===== config.mk =====
export PLATFORM = sky130hd
export DESIGN_NAME = peak_hold_monitor
export DESIGN_NICKNAME = d
export VERILOG_FILES = /design/src/rtl/peak_pkg.sv /design/src/rtl/peak_channel.sv /design/src/rtl/peak_datapath.sv /design/src/rtl/peak_ctrl.sv /design/src/rtl/peak_hold_monitor.sv
export SDC_FILE = /design/constraint.sdc
export NUM_CORES = 1
export LEC_CHECK = 0
export CAP_MARGIN = 25
export CORE_ASPECT_RATIO = 0.75
export CORE_MARGIN = 2
export CORE_UTILIZATION = 35
export CTS_BUF_LIST = sky130_fd_sc_hd__clkbuf_4
export DETAILED_ROUTE_END_ITERATION = 7
export DONT_BUFFER_PORTS = 1
export PLACE_DENSITY = 0.5
export SYNTH_ARGS = -nofsm -noshare
export SYNTH_HDL_FRONTEND = slang
export SYNTH_SLANG_ARGS = --single-unit

===== constraint.sdc =====
create_clock -name clk -period 7.3 [get_ports clk]
set_input_delay 0 -clock clk [delete_from_list [all_inputs] [get_ports clk]]
set_output_delay 0 -clock clk [all_outputs]
set_load 0.05 [all_outputs]

===== src/rtl/peak_pkg.sv =====
package peak_pkg;
  localparam int NUM_CH   = 3;
  localparam int NUM_AXES = 2;

  typedef struct packed {
    logic              captureEn;
    logic              clearAll;
    logic [NUM_CH-1:0] readAck;
  } peak_strobe_t;
endpackage


===== src/rtl/peak_channel.sv =====
module peak_channel #(
  parameter int DATA_W    = 14,
  parameter bit IS_SIGNED = 1'b1
) (
  input  logic              clk,
  input  logic              rst_n,
  input  logic              captureEn,
  input  logic              clearAll,
  input  logic [DATA_W-1:0] sample,
  output logic [DATA_W-1:0] held,
  output logic              grew
);
  localparam logic [DATA_W:0] ONE = {{DATA_W{1'b0}}, 1'b1};

  logic [DATA_W:0] sampleMag;
  logic [DATA_W:0] heldMag;

  generate
    if (IS_SIGNED) begin : gSigned
      // one extra bit so the most negative code maps to a positive magnitude
      assign sampleMag = sample[DATA_W-1] ? (~{1'b1, sample} + ONE) : {1'b0, sample};
      assign heldMag   = held[DATA_W-1]   ? (~{1'b1, held} + ONE)   : {1'b0, held};
    end else begin : gUnsigned
      assign sampleMag = {1'b0, sample};
      assign heldMag   = {1'b0, held};
    end
  endgenerate

  // strict compare: ties keep the stored value
  assign grew = captureEn && (sampleMag > heldMag);

  always_ff @(posedge clk or negedge rst_n) begin
    if (!rst_n)        held <= '0;
    else if (clearAll) held <= '0;
    else if (grew)     held <= sample;
  end
endmodule


===== src/rtl/peak_datapath.sv =====
module peak_datapath
  import peak_pkg::*;
#(
  parameter int DATA_W = 14
) (
  input  logic                           clk,
  input  logic                           rst_n,
  input  peak_strobe_t                   strobe,
  input  logic [NUM_CH-1:0][DATA_W-1:0]  samples,
  output logic [NUM_CH-1:0][DATA_W-1:0]  heldVals,
  output logic [NUM_CH-1:0]              grew
);
  for (genvar ch = 0; ch < NUM_CH; ch++) begin : gCh
    peak_channel #(
      .DATA_W   (DATA_W),
      .IS_SIGNED(ch < NUM_AXES)
    ) uChan (
      .clk      (clk),
      .rst_n    (rst_n),
      .captureEn(strobe.captureEn),
      .clearAll (strobe.clearAll),
      .sample   (samples[ch]),
      .held     (heldVals[ch]),
      .grew     (grew[ch])
    );
  end
endmodule


===== src/rtl/peak_ctrl.sv =====
module peak_ctrl
  import peak_pkg::*;
(
  input  logic              clk,
  input  logic              rst_n,
  input  logic              sampleValid,
  input  logic              clearPeaks,
  input  logic [NUM_CH-1:0] readStrobe,
  input  logic [NUM_CH-1:0] grew,
  output peak_strobe_t      strobe,
  output logic [NUM_CH-1:0] newData
);
  always_comb begin
    strobe.clearAll  = clearPeaks;
    strobe.captureEn = sampleValid && !clearPeaks;
    strobe.readAck   = readStrobe;
  end

  for (genvar ch = 0; ch < NUM_CH; ch++) begin : gFlag
    always_ff @(posedge clk or negedge rst_n) begin
      if (!rst_n)                      newData[ch] <= 1'b0;
      else if (strobe.clearAll)        newData[ch] <= 1'b0;
      else if (grew[ch])               newData[ch] <= 1'b1;
      else if (strobe.readAck[ch])     newData[ch] <= 1'b0;
    end
  end
endmodule


===== src/rtl/peak_hold_monitor.sv =====
module peak_hold_monitor
  import peak_pkg::*;
#(
  parameter int DATA_W = 14
) (
  input  logic              clk,
  input  logic              rst_n,
  input  logic              sampleValid,
  input  logic [DATA_W-1:0] axisASample,
  input  logic [DATA_W-1:0] axisBSample,
  input  logic [DATA_W-1:0] magSample,
  input  logic              clearPeaks,
  input  logic [NUM_CH-1:0] readStrobe,
  input  logic              alarmIn,
  output logic [DATA_W+1:0] axisAWord,
  output logic [DATA_W+1:0] axisBWord,
  output logic [DATA_W+1:0] magWord
);
  peak_strobe_t                  strobe;
  logic [NUM_CH-1:0][DATA_W-1:0] samples;
  logic [NUM_CH-1:0][DATA_W-1:0] heldVals;
  logic [NUM_CH-1:0]             grew;
  logic [NUM_CH-1:0]             newData;

  assign samples = {magSample, axisBSample, axisASample};

  peak_ctrl uCtrl (
    .clk        (clk),
    .rst_n      (rst_n),
    .sampleValid(sampleValid),
    .clearPeaks (clearPeaks),
    .readStrobe (readStrobe),
    .grew       (grew),
    .strobe     (strobe),
    .newData    (newData)
  );

  peak_datapath #(.DATA_W(DATA_W)) uPath (
    .clk     (clk),
    .rst_n   (rst_n),
    .strobe  (strobe),
    .samples (samples),
    .heldVals(heldVals),
    .grew    (grew)
  );

  assign axisAWord = {newData[0], alarmIn, heldVals[0]};
  assign axisBWord = {newData[1], alarmIn, heldVals[1]};
  assign magWord   = {newData[2], alarmIn, heldVals[2]};
endmodule


Word level (Yosys, flattened, before mapping)
Cells that the tools add are included.
{"block": "word_totals", "ff_bits": 45, "inputBits": 50, "output_inout_bits": 48, "elab_cells": 47}
{"block": "classes", "addsub": 4, "order_cmp": 3, "muxes": 19, "n_bitwise": 4, "reduce_logical": 11}
{"op": "$mux W14", "n": 6}
{"op": "$add A15 B1 Y15 const B", "n": 4}
{"op": "$mux W15", "n": 4}
{"op": "$not A15 Y15", "n": 4}
{"op": "$gt A15 B15 Y1", "n": 2}
{"op": "$gt A14 B14 Y1", "n": 1}
{"op": "$mux W1", "n": 9}
{"op": "$reduce_bool A3 Y1", "n": 3}
{"op": "$reduce_bool A2 Y1", "n": 3}
{"op": "$logic_and A1 B1 Y1", "n": 4}
{"op": "$logic_not A1 Y1", "n": 1}

Longest topological paths before layout
{"block": "logic_depth", "depth_word": 7, "mapped_depth": 14, "mapped_depth_nobuf": 13}

Hierarchy
Synthesis repeated with hierarchy kept, for this count alone.
{"block": "hier_totals", "hier_cells": 482, "area_unflattened_um2": 4357.9}
{"mod": "peak_channel at uPath.gCh[0].uChan", "n_inst": 1, "cells_per_inst": 177, "area_per_inst_um2": 1556.5, "seq_area_each_um2": 350.3}
{"mod": "peak_channel at uPath.gCh[1].uChan", "n_inst": 1, "cells_per_inst": 175, "area_per_inst_um2": 1551.5, "seq_area_each_um2": 350.3}
{"mod": "peak_channel at uPath.gCh[2].uChan", "n_inst": 1, "cells_per_inst": 110, "area_per_inst_um2": 1071.0, "seq_area_each_um2": 350.3}
{"mod": "peak_ctrl", "n_inst": 1, "cells_per_inst": 17, "area_per_inst_um2": 156.4, "seq_area_each_um2": 75.1}
{"mod": "peak_hold_monitor", "n_inst": 1, "cells_per_inst": 3, "area_per_inst_um2": 22.5, "seq_area_each_um2": 0.0}

Worst setup path after synthesis
Ideal clock, no wire load.
{"block": "synth_path", "path_kind": "reg2reg", "start": "register uPath.gCh[0].uChan.held[4]", "end": "register uPath.gCh[0].uChan.held[10]", "setup_ns": 0.125, "arrival_ns": 3.237, "required_time_ns": 7.175, "path_slack_ns": 3.938, "path_stages_with_launch": 13, "path_buffers": 1, "period_less_slack_ns": 3.362, "path_cell_list": "dfrtp_1 -> nor4_2 -> inv_2 -> nor3_4 -> nand3_2 -> or4b_1 -> ha_1 -> nand4_1 -> a21oi_1 -> nor2_1 -> a31oi_2 -> buf_6 -> mux2_4"}
{"block": "synth_between", "elab_chain_len": 6}
{"item": "start, declared", "line_no": "peak_channel.sv:10", "source": "output logic [DATA_W-1:0] held,"}
{"item": "start signal, assigned", "line_no": "peak_channel.sv:35", "source": "else if (grew) held <= sample;"}
{"item": "$not A15 Y15", "line_no": "peak_channel.sv:22", "source": "assign heldMag = held[DATA_W-1] ? (~{1'b1, held} + ONE) : {1'b0, held};"}
{"item": "$add A15 B1 Y15", "line_no": "peak_channel.sv:22"}
{"item": "$mux W15 *", "line_no": "peak_channel.sv:22"}
{"item": "$gt A15 B15 Y1 *", "line_no": "peak_channel.sv:30", "source": "assign grew = captureEn && (sampleMag > heldMag);"}
{"item": "$logic_and A1 B1 Y1 *", "line_no": "peak_channel.sv:30"}
{"item": "$reduce_bool A2 Y1 (no source line) *"}
Every way passes the cells marked *; elsewhere a longest branch is shown, timed or not.
A chain may end at the register's enable or synchronous reset.

Worst setup path after layout
{"block": "layout_path", "start": "register uPath.gCh[0].uChan.held[4]", "end": "register uPath.gCh[0].uChan.held[3]"}
The elaborated chain is that of the path after synthesis.

==> results.toml <==
[outcome]
status = "finished clean"

[pwr]
irDropWorstVdd_mv = 0.0531
fin_total_pwr_uw = 846
p_leak_nw = 2.10
powerDensity_nw_per_um2 = 173

[sta]
setup_tns_ns = 0
drv_slew = 0
post-route-period-util = 0.547
max_freq_mhz = 250
post-route-min-period_ns = 4.00
setup_viol = 0
worst_slew_pin_slew_ns = 0.915
fin_skew_ns = 0.0206
relSlewSlack = 0.390
rsz0062_at_grt = "no"
finalHoldViolCount = 0

[final_layout]
n_fill_cell = 1153
multi_input_area_um2 = 2740
drive_gt1_frac = 0.112
finalNetCount = 589
syn_to_final_growth_pct = 19.9
diodes = 0
ff_latch_area_um2 = 1130

[clocking]
cts.clk_slew.worst_paths_ns = 0.17
cts_hold_buffers = 60
numCtsBuffers = 5
clock_latency_ns = 0.39
cts.sinks = 45
cts_resized = 0
post_cts_buffers = 0
root_buffer = "clkbuf_4"
tritoncts = "done"
clock_path_buffers = 2
cts_max_level = 2

[placement]
gp_congestion = 0.875
hpwlAfterDp_mm = 7.74
port_buffers = 0

[floorplanning]
io_pins = 98
die_h_um = 97.3
start_util = 0.355
core_um2 = 11400
die-area_um2 = 12500
fp.dieW_um = 128
num_rows = 34

[logic_synthesis]
synth_most_common_cell = "ha_1"
synth.area.top_cells = "dfrtp_1 (28%), ha_1 (15%), xnor2_1 (5.0%), mux2_4 (4.8%), xor2_1 (4.5%)"
synthTopCellsByCount = "ha_1 (48), dfrtp_1 (45), nand2_1 (45)"
yosys_most_used_dff = "dfrtp_1"
yosysTopAreaCell = "dfrtp_1"
ys_types = 47
async_flop_share = 1.00
avgSynthCellArea_um2 = 9.33
synth_edf_count = 0
netlist_area_um2 = 4070
ys_ff_latch = 45
synth-seq-area-share = 0.277
synth_top_cell_area_share = 0.277
netlist_instances = 436
synth_warnings = 0

[drt]
drc_errors = 0
first_pass_iters = 4
vias = 3337
via_per_inst = 5.25
post_drt_wl_per_cell_um = 17.0
drtIter0Drc = 225
routed_wl_mm = 10.8
ant_nets = 0

[worst_setup_path]
cpMaxStageDelayCell = "dfrtp_1"
path_cells = "nor4_2 > inv_2 > nor3_4 > nand3_2 > or4b_1 > ha_1 > nand4_1 > a21oi_1 > nor2_1 > a31oi_2 > buf_4 > mux2_2"
r2r_slack_ns = 3.30
arrival_ns = 4.30
worst-path-max-fanout = 9
max_stage_delay_ns = 0.65
path_class = "reg2reg"
start_kind = "flip-flop"
end_kind = "flip-flop"
required_ns = 7.60

[global_routing]
grt_pass1_vias = 3402
grt_overflow_total = 0
grt_pass1_wl_mm = 17.9
grt_max_degree = 46
antenna_found_initial = 0
grtUsageTotal = 0.179

[run]
cap_violations = 0

[worst_hold_path]
holdCritPathClass = "in2out"
## routing by layer
layer | track usage | vias up | wire length, µm
met5 | 0 | - | 0
met4 | 0.0406 | 0 | 96
met3 | 0.0391 | 9 | 631
met2 | 0.275 | 77 | 4870
met1 | 0.257 | 1599 | 5240
li1 | - | 1652 | -
## cell families (layout without fill, tap and decap cells)
group                      Yosys count  in the layout  synth area share
muxes                               30             30            0.0929
adders and majority gates           48             48             0.148
other                                2              4           0.00185
and+or+nand+nor                    135            135             0.186
DFF                                 45             45             0.277
AOI/OAI and AO/OA                   86             86             0.149
xor gates and xnor gates            44             44            0.0948
buffers and inverters               46            100            0.0514
## sequential cells by signal (all words and copies together) (netlist names)
register	flops
uPath.gCh.uChan.held	42
uCtrl.newData	3
## worst paths after layout
path	startpoint	to	depth (start not counted)
min	alarmIn	axisBWord[14]	0
max in group asynchronous	rst_n	uPath.gCh[1].uChan.held[7]	2
min reg2reg	uCtrl.newData[1]	uCtrl.newData[1]	1
max	uPath.gCh[0].uChan.held[4]	uPath.gCh[0].uChan.held[3]	12
max reg2reg	uPath.gCh[0].uChan.held[4]	uPath.gCh[0].uChan.held[3]	12
min in group asynchronous	rst_n	uPath.gCh[0].uChan.held[13]	2
## critical path: cells and delay by family (launching register included)
| family | cells | cell delay [ns] |
|---|---|---|
| fa+ha+maj | 1 | 0.31 |
| simple gates | 6 | 1.50 |
| mux | 1 | 0.36 |
| compound gates | 2 | 0.68 |
| buf+inv | 2 | 0.40 |
| flops | 1 | 0.65 |
## final cells by class
cell class,instances,area share
repair buffers,63,0.135
well taps,144,0.0370
flip-flops and latches,45,0.231
clock buffers,5,0.00770
inverters,29,0.0223
multi-input cells,347,0.562
clock inverters,3,0.00462
## power breakdown
part           internal, mW  total [mW]  switching (mW)
registers             0.271       0.400           0.129
clock network        0.0374       0.139           0.101
logic                 0.153       0.307           0.155
total                 0.461       0.846           0.384
## cell usage in the layout (no fill, tap or decap), types with 3 or more instances in the layout
cell	count
nand3_1	10
clkbuf_4	5
a21o_1	6
mux2_4	13
xor2_1	21
nand4_1	9
a21oi_1	18
nand2b_1	9
o41ai_1	5
dfrtp_1	45
conb_1	4
mux2_2	10
mux2i_1	7
o41ai_2	5
nor3_1	3
nor2_1	15
nand2_1	45
o31ai_1	22
nor2b_1	27
dlygate4sd3_1	58
clkinvlp_4	3
xnor2_1	23
o21ai_1	3
o21ai_0	19
nor4_2	3
nor4_1	3
ha_1	48
inv_1	28
## through the flow
step | cell area, µm² | hold slack [ns] | util | std cells | worst slack [ns]
2_1_floorplan | 4070 | -0.296 | - | 438 | 3.94
3_3_place_gp | 4170 | -0.294 | 0.365 | 567 | 3.45
3_5_place_dp | 4190 | -0.294 | 0.366 | 568 | 3.35
4_1_cts | 4880 | 0.00122 | 0.426 | 636 | 3.29
5_1_grt | 4880 | 0.000159 | 0.426 | 636 | 3.08
6_report | 4880 | 0.0000535 | 0.426 | 636 | 3.30
No activity file was read; power rests on OpenSTA's default activity.
